### config.mk
export PLATFORM = sky130hd
export DESIGN_NAME = busarb_initiator
export DESIGN_NICKNAME = d
export VERILOG_FILES = /design/src/rtl/busarb_pkg.sv /design/src/rtl/busarb_timer.sv /design/src/rtl/busarb_prio.sv /design/src/rtl/busarb_selmask.sv /design/src/rtl/busarb_initiator.sv
export SDC_FILE = /design/constraint.sdc
export NUM_CORES = 1
export LEC_CHECK = 0
export ABC_AREA = 1
export BUFFER_PORTS_ARGS = -buffer_cell sky130_fd_sc_hd__buf_2
export CAP_MARGIN = 20
export CORE_MARGIN = 2
export CORE_UTILIZATION = 38
export CTS_CLUSTER_DIAMETER = 80
export DETAILED_ROUTE_END_ITERATION = 10
export GPL_ROUTABILITY_DRIVEN = 0
export PLACE_DENSITY = 0.59
export SYNTH_ARGS = -nofsm -noshare
export SYNTH_HDL_FRONTEND = slang
export SYNTH_SLANG_ARGS = --single-unit
### constraint.sdc
create_clock -name clk -period 5.2 [get_ports clk]
set_input_delay 1.04 -clock clk [delete_from_list [all_inputs] [get_ports clk]]
set_output_delay 1.04 -clock clk [all_outputs]
set_load 0.1 [all_outputs]
### src/rtl/busarb_pkg.sv
package busarb_pkg;

  typedef enum logic [3:0] {
    ST_IDLE,
    ST_ARB_WAIT,
    ST_ARB_SETTLE,
    ST_ARB_PRIO,
    ST_ARB_CHK2,
    ST_SEL_ON,
    ST_SEL_REL,
    ST_SEL_WAIT,
    ST_SEL_HOLD,
    ST_DONE
  } seq_state_e;

  localparam logic [1:0] RES_OK      = 2'd0;
  localparam logic [1:0] RES_ARB_TMO = 2'd1;
  localparam logic [1:0] RES_SEL_TMO = 2'd2;

endpackage

### src/rtl/busarb_timer.sv
module busarb_timer #(
  parameter int TW = 40
) (
  input  logic          clk,
  input  logic          rst_n,
  input  logic          load_i,
  input  logic [TW-1:0] val_i,
  output logic          zero_o
);
  logic [TW-1:0] cnt_q;

  always_ff @(posedge clk or negedge rst_n) begin
    if (!rst_n)          cnt_q <= '0;
    else if (load_i)     cnt_q <= val_i;
    else if (cnt_q != 0) cnt_q <= cnt_q - 1'b1;
  end

  assign zero_o = (cnt_q == '0);
endmodule

### src/rtl/busarb_prio.sv
module busarb_prio #(
  parameter int BUS_W = 8
) (
  input  logic [BUS_W-1:0] bus_data_i,
  input  logic [BUS_W-1:0] own_bit_i,
  output logic             lose_o
);
  logic [BUS_W-1:0] others;

  // own line removed; anything left above own value outranks it
  assign others = bus_data_i ^ own_bit_i;
  assign lose_o = (others > own_bit_i);
endmodule

### src/rtl/busarb_selmask.sv
module busarb_selmask #(
  parameter int BUS_W = 8,
  parameter int IDW   = 3
) (
  input  logic [IDW-1:0]   tgt_i,
  input  logic [BUS_W-1:0] own_bit_i,
  output logic [BUS_W-1:0] mask_o
);
  logic [BUS_W-1:0] dec;

  for (genvar g = 0; g < BUS_W; g++) begin : g_dec
    assign dec[g] = (tgt_i == IDW'(g));
  end

  assign mask_o = dec | own_bit_i;
endmodule

### src/rtl/busarb_initiator.sv
module busarb_initiator
  import busarb_pkg::*;
#(
  parameter int BUS_W       = 8,
  parameter int SETTLE_CYC  = 1950,
  parameter int ARB_TMO_CYC = 64000000,
  parameter int CYC_PER_MS  = 250000,
  parameter int TMO_MS_W    = 16,
  parameter int TW          = 40,
  localparam int IDW        = $clog2(BUS_W)
) (
  input  logic                clk,
  input  logic                rst_n,
  input  logic                start_i,
  input  logic [BUS_W-1:0]    own_id_i,
  input  logic [IDW-1:0]      tgt_id_i,
  input  logic                atn_req_i,
  input  logic [TMO_MS_W-1:0] sel_tmo_ms_i,
  input  logic                bus_bsy_i,
  input  logic                bus_sel_i,
  input  logic [BUS_W-1:0]    bus_data_i,
  output logic                bsy_o,
  output logic                sel_o,
  output logic                atn_o,
  output logic [BUS_W-1:0]    data_o,
  output logic                data_oe_o,
  output logic                done_o,
  output logic [1:0]          err_o
);

  localparam logic [TW-1:0] SETTLE_LOAD = TW'(SETTLE_CYC);
  localparam logic [TW-1:0] ARB_LOAD    = TW'(ARB_TMO_CYC);
  localparam logic [TW-1:0] MS_CYC      = TW'(CYC_PER_MS);

  seq_state_e          st_q, st_d;
  logic [BUS_W-1:0]    own_q;
  logic [IDW-1:0]      tgt_q;
  logic                atn_q;
  logic [TMO_MS_W-1:0] ms_q;
  logic                lost_q, lost_clr;
  logic                atn_hold_q, atn_hold_d;
  logic [1:0]          res_q, res_d;
  logic                latch;
  logic                tmr_load, tmr_zero;
  logic [TW-1:0]       tmr_val, sel_load;
  logic                prio_lose;
  logic [BUS_W-1:0]    sel_mask_w;
  logic                in_arb, in_sel, arb_watch, lost_now;

  busarb_timer #(.TW(TW)) u_tmr (
    .clk    (clk),
    .rst_n  (rst_n),
    .load_i (tmr_load),
    .val_i  (tmr_val),
    .zero_o (tmr_zero)
  );

  busarb_prio #(.BUS_W(BUS_W)) u_prio (
    .bus_data_i (bus_data_i),
    .own_bit_i  (own_q),
    .lose_o     (prio_lose)
  );

  busarb_selmask #(.BUS_W(BUS_W), .IDW(IDW)) u_mask (
    .tgt_i     (tgt_q),
    .own_bit_i (own_q),
    .mask_o    (sel_mask_w)
  );

  assign sel_load  = TW'(ms_q) * MS_CYC;
  assign in_arb    = (st_q == ST_ARB_SETTLE) || (st_q == ST_ARB_PRIO) || (st_q == ST_ARB_CHK2);
  assign in_sel    = (st_q == ST_SEL_ON) || (st_q == ST_SEL_REL) ||
                     (st_q == ST_SEL_WAIT) || (st_q == ST_SEL_HOLD);
  assign arb_watch = in_arb;
  // SEL is never driven by this block during arbitration, so any SEL seen is foreign
  assign lost_now  = lost_q || bus_sel_i;

  always_comb begin
    st_d       = st_q;
    tmr_load   = 1'b0;
    tmr_val    = '0;
    lost_clr   = 1'b0;
    res_d      = res_q;
    atn_hold_d = atn_hold_q;
    latch      = 1'b0;
    unique case (st_q)
      ST_IDLE: begin
        if (start_i) begin
          latch      = 1'b1;
          atn_hold_d = 1'b0;
          tmr_load   = 1'b1;
          tmr_val    = ARB_LOAD;
          st_d       = ST_ARB_WAIT;
        end
      end
      ST_ARB_WAIT: begin
        if (!bus_bsy_i && !bus_sel_i) begin
          lost_clr = 1'b1;
          tmr_load = 1'b1;
          tmr_val  = SETTLE_LOAD;
          st_d     = ST_ARB_SETTLE;
        end else if (tmr_zero) begin
          res_d = RES_ARB_TMO;
          st_d  = ST_DONE;
        end
      end
      ST_ARB_SETTLE: begin
        if (tmr_zero) begin
          if (lost_now) begin
            tmr_load = 1'b1;
            tmr_val  = ARB_LOAD;
            st_d     = ST_ARB_WAIT;
          end else begin
            st_d = ST_ARB_PRIO;
          end
        end
      end
      ST_ARB_PRIO: begin
        if (prio_lose || lost_now) begin
          tmr_load = 1'b1;
          tmr_val  = ARB_LOAD;
          st_d     = ST_ARB_WAIT;
        end else begin
          st_d = ST_ARB_CHK2;
        end
      end
      ST_ARB_CHK2: begin
        tmr_load = 1'b1;
        if (lost_now) begin
          tmr_val = ARB_LOAD;
          st_d    = ST_ARB_WAIT;
        end else begin
          tmr_val = SETTLE_LOAD;
          st_d    = ST_SEL_ON;
        end
      end
      ST_SEL_ON: begin
        if (tmr_zero) begin
          tmr_load = 1'b1;
          tmr_val  = SETTLE_LOAD;
          st_d     = ST_SEL_REL;
        end
      end
      ST_SEL_REL: begin
        if (tmr_zero) begin
          tmr_load = 1'b1;
          tmr_val  = sel_load;
          st_d     = ST_SEL_WAIT;
        end
      end
      ST_SEL_WAIT: begin
        if (bus_bsy_i) begin
          tmr_load = 1'b1;
          tmr_val  = SETTLE_LOAD;
          st_d     = ST_SEL_HOLD;
        end else if (tmr_zero) begin
          res_d = RES_SEL_TMO;
          st_d  = ST_DONE;
        end
      end
      ST_SEL_HOLD: begin
        if (tmr_zero) begin
          res_d      = RES_OK;
          atn_hold_d = atn_q;
          st_d       = ST_DONE;
        end
      end
      ST_DONE: begin
        res_d = RES_OK;
        st_d  = ST_IDLE;
      end
      default: st_d = ST_IDLE;
    endcase
  end

  always_ff @(posedge clk or negedge rst_n) begin
    if (!rst_n) begin
      st_q       <= ST_IDLE;
      own_q      <= '0;
      tgt_q      <= '0;
      atn_q      <= 1'b0;
      ms_q       <= '0;
      lost_q     <= 1'b0;
      atn_hold_q <= 1'b0;
      res_q      <= RES_OK;
    end else begin
      st_q       <= st_d;
      atn_hold_q <= atn_hold_d;
      res_q      <= res_d;
      if (latch) begin
        own_q <= own_id_i;
        tgt_q <= tgt_id_i;
        atn_q <= atn_req_i;
        ms_q  <= sel_tmo_ms_i;
      end
      if (lost_clr)                    lost_q <= 1'b0;
      else if (arb_watch && bus_sel_i) lost_q <= 1'b1;
    end
  end

  // open-collector style drives decoded from the sequence state
  assign bsy_o     = in_arb || (st_q == ST_SEL_ON);
  assign sel_o     = in_sel;
  assign atn_o     = (in_sel && atn_q) || atn_hold_q;
  assign data_oe_o = in_arb || in_sel;
  assign data_o    = in_arb ? own_q : (in_sel ? sel_mask_w : '0);
  assign done_o    = (st_q == ST_DONE);
  assign err_o     = done_o ? res_q : RES_OK;

endmodule

==> impl_metrics.yaml <==
outcome:
  run_status: "finished clean"
routing:
  drtPass1Iterations: 5
  drcViolationCount: 0
  num_vias: 7499
  avgRoutedWirePerCell_um: 14.6
  totalWireLength_um: 22300
  drtIter0Drc: 388
  avgViaCountPerCell: 4.91
  antenna_left: 0
synthesis:
  syn_inst: 1177
  yosys-mux-area-fraction_pct: 0.257
  synth.area.top_cells: "dfrtp_1, ha_1, fa_1"
  ys_async_sr_fraction_pct: 100
  synthXorXnorAreaFrac_pct: 4.80
  yosysTopAreaCell: "dfrtp_1"
  syn_area_um2: 8760
  ys.flop_type: "dfrtp_1"
  avgSynthCellArea_um2: 7.44
  ys_seq_area_share_pct: 21.7
  yosys-top-cells-count: "nand2_1, inv_1, nor2_1, ha_1, dfrtp_1"
  synth_fa_ha_area_share_pct: 28.3
  synth_nets: 1383
  synth_top_area_share_pct: 21.7
  yosys.area_share.simple_pct: 28.4
  synth_top_family_by_area: "simple AND/OR/NAND/NOR gates"
  synth-edff-count: 0
  yosysMostFrequentCell: "nand2_1"
  yosysUniqueCellTypes: 45
  synth_seq_cells: 76
  yosys_warnings: 0
  synth_compound_area_share_pct: 6.85
timing:
  finalHoldViolations: 0
  finalCritPeriodShare_pct: 94.2
  fin_skew_ns: 0.0107
  max_slew_margin_pct: 53.6
  fmax_mhz: 204
  slew_violations: 0
  setup_viol: 0
  period_needed_ns: 4.90
  max_slew.worst_pin.slew_ns: 0.693
  rsz0062_at_grt: "yes"
setup_path:
  critPathRequiredTime_ns: 5.43
  start_kind: "flip-flop"
  cp.arrival_ns: 5.13
  cp_max_fo: 4
  endpoint_kind: "flip-flop"
  criticalPathCategory: "flip-flop to flip-flop"
global_routing:
  grt_pass1_vias: 7332
  track_usage_pct: 19.2
  grt_max_degree: 57
  antenna_found_initial: 0
  grt_first_pass_wirelength_um: 36700
  grt-ovfl-total: 0
clock_tree:
  cts_made_buffers: 9
  clk_pin_slew_ns: 0.06
  clockBufferDepth: 2
  clock_sinks: 76
  cts_root_buf: "clkbuf_16"
  cts_tree: "done"
  cts-htree-levels: 3
  worst_skew_pair.late_latency_ns: 0.35
floorplan:
  die-width_um: 156
  design.core.area_um2: 22600
  num_rows: 55
  die_h_um: 156
  dieArea_um2: 24300
  start_util_pct: 38.7
  io_pins: 56
layout:
  num_antenna_cells: 0
  fillers: 2307
  drive_gt1_share_pct: 11.9
  finish.utilization_pct: 43.0
  fin_nets: 1444
  syn_to_final_growth_pct: 11.2
placement:
  port_buffers: 55
  hpwl_um: 18300
run:
  maxCapViolations: 0
hold_path:
  hp-class: "flip-flop to flip-flop"
[cell type report]
class	count	area (µm²)	area share, %
clock buffers	12	246	2.53
clock inverters	4	48.8	0.501
inverters	200	753	7.73
multi-input cells	886	6080	62.4
flip-flops and latches	76	1910	19.6
well taps	285	357	3.66
repair buffers	65	353	3.62
[path summary, 6_finish.rpt]
| path | endpoint | depth (start not counted) | start | slack [ns] |
|---|---|---|---|---|
| worst max register to register | u_tmr.cnt_q[25] | 22 | ms_q[2] | 0.30 |
| worst min register to register | res_q[0] | 2 | res_q[0] | 0.47 |
| min in group asynchronous | u_tmr.cnt_q[31] | 1 | rst_n | 0.68 |
| worst min-delay path | res_q[0] | 2 | res_q[0] | 0.47 |
| max in group asynchronous | u_tmr.cnt_q[7] | 2 | rst_n | 3.57 |
| worst max-delay path | u_tmr.cnt_q[25] | 22 | ms_q[2] | 0.30 |
[cells by family after synthesis]
group	count (synthesis)
buffers and inverters	215
AO/OA/AOI/OAI	109
XOR/XNOR	48
flip-flops	76
AND/OR/NAND/NOR	562
multiplexers	2
adder cells (fa/ha/maj)	165
[critical path, stage by stage, from the launching register on]
cell     delay (ns)
dfrtp_1        0.34
inv_1          0.12
fa_1           0.52
inv_1          0.05
fa_1           0.50
fa_1           0.58
fa_1           0.42
ha_1           0.29
inv_1          0.05
fa_1           0.49
inv_1          0.04
ha_1           0.36
nand2_2        0.11
nor2_2         0.13
inv_1          0.08
nor2_1         0.12
nand4_1        0.12
nand3_1        0.11
nand2_1        0.05
nand2_1        0.07
nor2_1         0.04
nor2_1         0.10
a21oi_1        0.07
[flip-flops by register name, indices dropped and copies added (netlist names)]
signal and flops:
u_tmr.cnt_q 40, lost_q 1, own_q 8, atn_q 1
tgt_q 3, atn_hold_q 1, ms_q 16, st_q 4
res_q 2
[cells in the final DEF (no fill, tap or decap), types with 3 or more instances in the layout]
cell type / n
a21oi_1: 71
a21oi_2: 4
buf_2: 54
buf_4: 11
clkbuf_16: 9
dfrtp_1: 73
dfrtp_2: 3
fa_1: 55
ha_1: 105
ha_2: 3
inv_1: 190
inv_2: 9
nand2_1: 252
nand2_2: 7
nand3_1: 70
nand3_2: 5
nand3b_1: 11
nand4_1: 22
nor2_1: 143
nor2_2: 18
nor2_4: 3
nor3_1: 15
nor3_2: 3
o211ai_1: 4
o21ai_0: 15
o21ai_1: 3
o21bai_1: 3
o31ai_1: 3
or2_1: 3
or2_2: 3
xnor2_1: 20
xor2_1: 27
[routing by layer]
metal | track usage (%) | up-vias | wire length [µm] | share of wire [%]
met5 | 0 | - | 0 | 0
met1 | 26.3 | 3465 | 10600 | 47
met2 | 31.5 | 147 | 10200 | 46
li1 | - | 3854 | - | -
met4 | 5.85 | 0 | 487 | 2.2
met3 | 2.56 | 33 | 976 | 4.4
[metrics by stage]
stage	std cells	setup TNS [ns]	instance area [µm²]	worst slack, ns	hold slack [ns]
after floorplan	1177	0	8770	0.416	0.442
after global placement	1512	0	9380	0.174	0.460
after detailed placement	1512	0	9380	0.113	0.465
after CTS	1528	0	9680	0.112	0.477
after global routing	1528	-0.0796	9740	-0.0295	0.513
final	1528	0	9740	0.303	0.475
[timing repair]
item                                    in CTS  in global routing
hold buffers                                 0                  0
gates resized for setup                      0                 20
endpoints found under the setup margin       0                  9
setup buffers                                0                  0
Power is left out: the tool's default activity adds up to more than one toggle a clock period on the data nets, which glitch-free logic cannot reach.
